===== src/rtl/table_adder_seq.sv =====
module table_adder_seq #(
  parameter int CNT_W = 30
) (
  input  logic       clk,
  input  logic       rst_n,
  input  logic       dir_up,
  output logic [7:0] sum,
  output logic       carry_out
);
  localparam int IDX_W = 4;
  localparam int DW    = 8;

  logic [CNT_W-1:0] cnt;
  logic [IDX_W-1:0] idx;
  logic [DW-1:0]    rd_a, rd_b;
  logic [DW:0]      cy;

  function automatic logic [DW-1:0] lut_a(input logic [IDX_W-1:0] i);
    case (i)
      4'd0:  return 8'd0;
      4'd1:  return 8'd2;
      4'd2:  return 8'd3;
      4'd3:  return 8'd8;
      4'd4:  return 8'd116;
      4'd5:  return 8'd255;
      4'd6:  return 8'd155;
      4'd7:  return 8'd255;
      4'd8:  return 8'd0;
      4'd9:  return 8'd1;
      4'd10: return 8'd2;
      4'd11: return 8'd3;
      4'd12: return 8'd1;
      4'd13: return 8'd2;
      4'd14: return 8'd3;
      default: return 8'd4;
    endcase
  endfunction

  function automatic logic [DW-1:0] lut_b(input logic [IDX_W-1:0] i);
    case (i)
      4'd0:  return 8'd0;
      4'd1:  return 8'd3;
      4'd2:  return 8'd7;
      4'd3:  return 8'd102;
      4'd4:  return 8'd94;
      4'd5:  return 8'd55;
      4'd6:  return 8'd255;
      4'd7:  return 8'd255;
      4'd8:  return 8'd1;
      4'd9:  return 8'd2;
      4'd10: return 8'd3;
      4'd11: return 8'd4;
      4'd12: return 8'd0;
      4'd13: return 8'd1;
      4'd14: return 8'd2;
      default: return 8'd3;
    endcase
  endfunction

  assign idx = cnt[CNT_W-1 -: IDX_W];

  always_ff @(posedge clk) begin
    if (!rst_n) begin
      cnt  <= '0;
      rd_a <= '0;
      rd_b <= '0;
    end else begin
      cnt  <= dir_up ? cnt + 1'b1 : cnt - 1'b1;
      rd_a <= lut_a(idx);
      rd_b <= lut_b(idx);
    end
  end

  assign cy[0] = 1'b0;

  for (genvar i = 0; i < DW; i++) begin : g_fa
    assign sum[i]  = rd_a[i] ^ rd_b[i] ^ cy[i];
    assign cy[i+1] = (rd_a[i] & rd_b[i]) | (rd_b[i] & cy[i]) | (rd_a[i] & cy[i]);
  end

  assign carry_out = cy[DW];
endmodule


===== config.mk =====
export PLATFORM = sky130hd
export DESIGN_NAME = table_adder_seq
export DESIGN_NICKNAME = d
export VERILOG_FILES = /design/src/rtl/table_adder_seq.sv
export SDC_FILE = /design/constraint.sdc
export NUM_CORES = 1
export LEC_CHECK = 0
export BUFFER_PORTS_ARGS = -buffer_cell sky130_fd_sc_hd__buf_2
export CAP_MARGIN = 10
export CORE_ASPECT_RATIO = 0.5
export CORE_MARGIN = 3
export CORE_UTILIZATION = 40
export DETAILED_ROUTE_END_ITERATION = 12
export RECOVER_POWER = 50
export SLEW_MARGIN = 0
export SYNTH_ARGS = -nofsm -noshare
export SYNTH_HDL_FRONTEND = slang
export SYNTH_SLANG_ARGS = --single-unit

===== constraint.sdc =====
create_clock -name clk -period 4.1 [get_ports clk]
set_input_delay 0.41 -clock clk [delete_from_list [all_inputs] [get_ports clk]]
set_output_delay 0.41 -clock clk [all_outputs]
set_load 0.005 [all_outputs]

==> flow_metrics.tcl <==
set metrics [dict create \
    ys_seq_area_share_pct 28.6 \
    fin_setup_tns_ns 0 \
    critPathMaxFanout 15 \
    nNetsFinal 406 \
    final_cell_area_mm2 0.00330 \
    required_ns 4.27 \
    fin_worst_hold_slack_ns 0.467 \
    grt_start_max_net_pins 33 \
    placed_area_mm2 0.00312 \
    status "finished, final reports clean" \
    yosysTopAreaCell "dfxtp_1" \
    synth.distinct_cells 49 \
    overflow 0 \
    core_mm2 0.00699 \
    hold_depth 1 \
    ys_ff_latch 43 \
    antenna_found_initial 0 \
    rows 21 \
    worst_setup_path_start_kind "primary input" \
    synth_fp_nets 397 \
    initial_core_util_pct 43.0 \
    ir_worst_vdd_v 0.000244 \
    slew_violations 0 \
    clock_latency_ns 0.29 \
    postCtsSetupRepairBufs 0 \
    grt_setup_unrepaired "no" \
    ios 12 \
    total_power_uw 2730 \
    whs_endpoint "cnt[0]" \
    r2r_end "cnt[24]" \
    cts_tree "done" \
    gp_congestion 0.886 \
    synthArstFlopShare_pct 0 \
    synthToLayoutAreaGrowth_pct 9.70 \
    yosysWarningCount 0 \
    crit_slowest_cell "inv_1" \
    cts_resized 0 \
    grt_pass1_vias 2447 \
    grt_use_total_pct 15.4 \
    finalSetupViolCount 0 \
    io_buffers 11 \
    switching_share_pct 41.7 \
    seqPwrFrac_pct 25.6 \
    drt_first_pass_iters 4 \
    wl_um 6150 \
    die-area_mm2 0.00865 \
    relSlewSlack_pct 30.8 \
    ant_nets 0 \
    arrival_ns 3.02 \
    fmax_mhz 352 \
    clock-sinks 43 \
    synth_edf_count 0 \
    die_h_um 67.3 \
    crit_type "in -> reg" \
    cts_hold_buf 0 \
    pwr-share-comb_pct 55.7 \
    internal_power_uw 1590 \
    period_needed_ns 2.84 \
    root_buffer "clkbuf_16" \
    drt_iter0_drc 125 \
    vias 2420 \
    pre_cts_ws_ns 0.953 \
    chipWidth_um 129 \
    fin_worst_skew_ns 0.00531 \
    path_clk_slew_ns 0.06 \
    pwr_density_cell_mw_per_mm2 829 \
    cp-end-kind "register" \
    hold_class "reg -> reg" \
    path_cells "clkbuf_1 -> inv_1 -> buf_4 -> ha_1 -> a21o_1 -> a21o_1 -> a221o_2 -> a21oi_2 -> nor4_1 -> a211o_1" \
    grt_pass1_wl_um 10900 \
    routedWlPerCell_um 13.5 \
    finalWorstSetupSlack_ns 1.26 \
    drive_gt1_share_pct 6.87 \
    nFillCells 692 \
    rrSetupSlack_ns 1.75 \
    worst_pin_slew_ns 1.04 \
    synth_ff_type "dfxtp_1" \
    clockBufferDepth 2 \
    p_leak_uw 0.00152 \
    timing.rr.start "cnt[0]" \
    synth.area.top_cells "dfxtp_1, ha_1, a21oi_1" \
    post-dp-hpwl_um 4570 \
    cts_max_level 2 \
    p_switching_uw 1140 \
    crit_top_cell "a21o_1" \
    synth_top_area_share_pct 28.6 \
    timing.final.crit_share_pct 69.4 \
    clock_power_share_pct 18.7 \
    netlist_instances 354 \
    syn_area_per_cell_um2 8.49 \
    cpPeakStageDelay_ns 0.43 \
    hold_viol_final 0 \
    avgViaCountPerCell 5.31 \
    diodes 0 \
    max_cap_violations 0 \
    drc 0 \
    reg2reg_depth 8 \
    syn_area_mm2 0.00301 \
    cts_buffers 5 \
    min-delay-start "cnt[0]" \
]
worst max-delay path by stage:
stage | start | to | slack (ns) | depth (start not counted)
CTS | dir_up | cnt[29] | 1.24 | 10
global placement | dir_up | cnt[29] | 1.06 | 10
global route | dir_up | cnt[27] | 1.06 | 11
finish | dir_up | cnt[29] | 1.26 | 10
floorplan | dir_up | cnt[29] | 1.40 | 9
detailed placement | dir_up | cnt[27] | 0.95 | 11
cells in the mapped netlist, types with 4 or more instances:
cell and instances:
a21o_1 8, a21oi_1 35, a31oi_1 4, and3_1 5, clkbuf_1 7, dfxtp_1 43, fa_1 6, ha_1 34
inv_1 24, nand2_1 32, nand2b_1 9, nand3_1 8, nor2_1 38, nor3_1 5, o21ai_0 14, o21bai_1 7
xnor2_1 10, xor2_1 15
state kept, by name (all words and copies together) (netlist names):
| name | count |
|---|---|
| cnt | 30 |
| rd_b | 7 |
| rd_a | 6 |
placed cells by master (no fill, tap or decap), types with 6 or more instances in the layout:
master	synthesis	routed
inv_1	24	24
nor2_1	38	38
a21o_1	8	8
ha_1	34	34
xnor2_1	10	10
o21bai_1	7	7
dfxtp_1	43	43
a21oi_1	35	36
nand2b_1	9	9
xor2_1	15	15
o21ai_0	14	14
clkbuf_1	7	7
nand3_1	8	8
nand2_1	32	32
fa_1	6	6
power by group through the flow:
stage,Combinational (uW),Sequential [uW],Clock [uW]
6_report,1520,700,511
5_1_grt,1730,722,547
4_1_cts,1530,702,521
3_5_place_dp,1520,709,0
3_3_place_gp,1510,708,0
2_1_floorplan,1270,665,0
critical path, delay by kind of cell:
family	cells	cell delay (ns)
and+or+nand+nor	1	0.10
AOI/OAI and AO/OA	5	1.31
adders and majority gates	1	0.33
buffers and inverters	3	0.87
metal layers:
metal / share of wire [%] / GRT usage, % / vias up
met5: 0 / 0 / -
met4: 0.93 / 4.19 / 0
met3: 3.3 / 3.32 / 6
met2: 47 / 28.6 / 36
met1: 49 / 18.3 / 1118
li1: - / - / 1260
area by class of cell:
type	instances	area [um2]	area share [%]
inverters	24	90.1	2.73
clock buffers	6	129	3.91
clock inverters	2	60.1	1.82
flip-flops and latches	43	861	26.1
repair buffers	12	55.1	1.67
multi-input cells	277	1990	60.3
well taps	92	115	3.49
stage by stage:
| stage | std cells | utilization, % |
|---|---|---|
| floorplan | 354 | - |
| global placement | 448 | 44.7 |
| CTS | 456 | 47.4 |
| global route | 456 | 47.2 |
| detailed placement | 448 | 44.7 |
| finish | 456 | 47.2 |
kinds of logic (layout without fill, tap and decap cells):
group,Yosys count,count (layout),share of synthesized area (%)
xor gates and xnor gates,25,25,7.29
muxes,3,3,0.999
DFF,43,43,28.6
buffers and inverters,34,44,4.95
AOI/OAI and AO/OA,102,102,23.2
adders and majority gates,40,40,18.2
and+or+nand+nor,107,107,16.8
No activity file was read; power rests on OpenSTA's default activity.
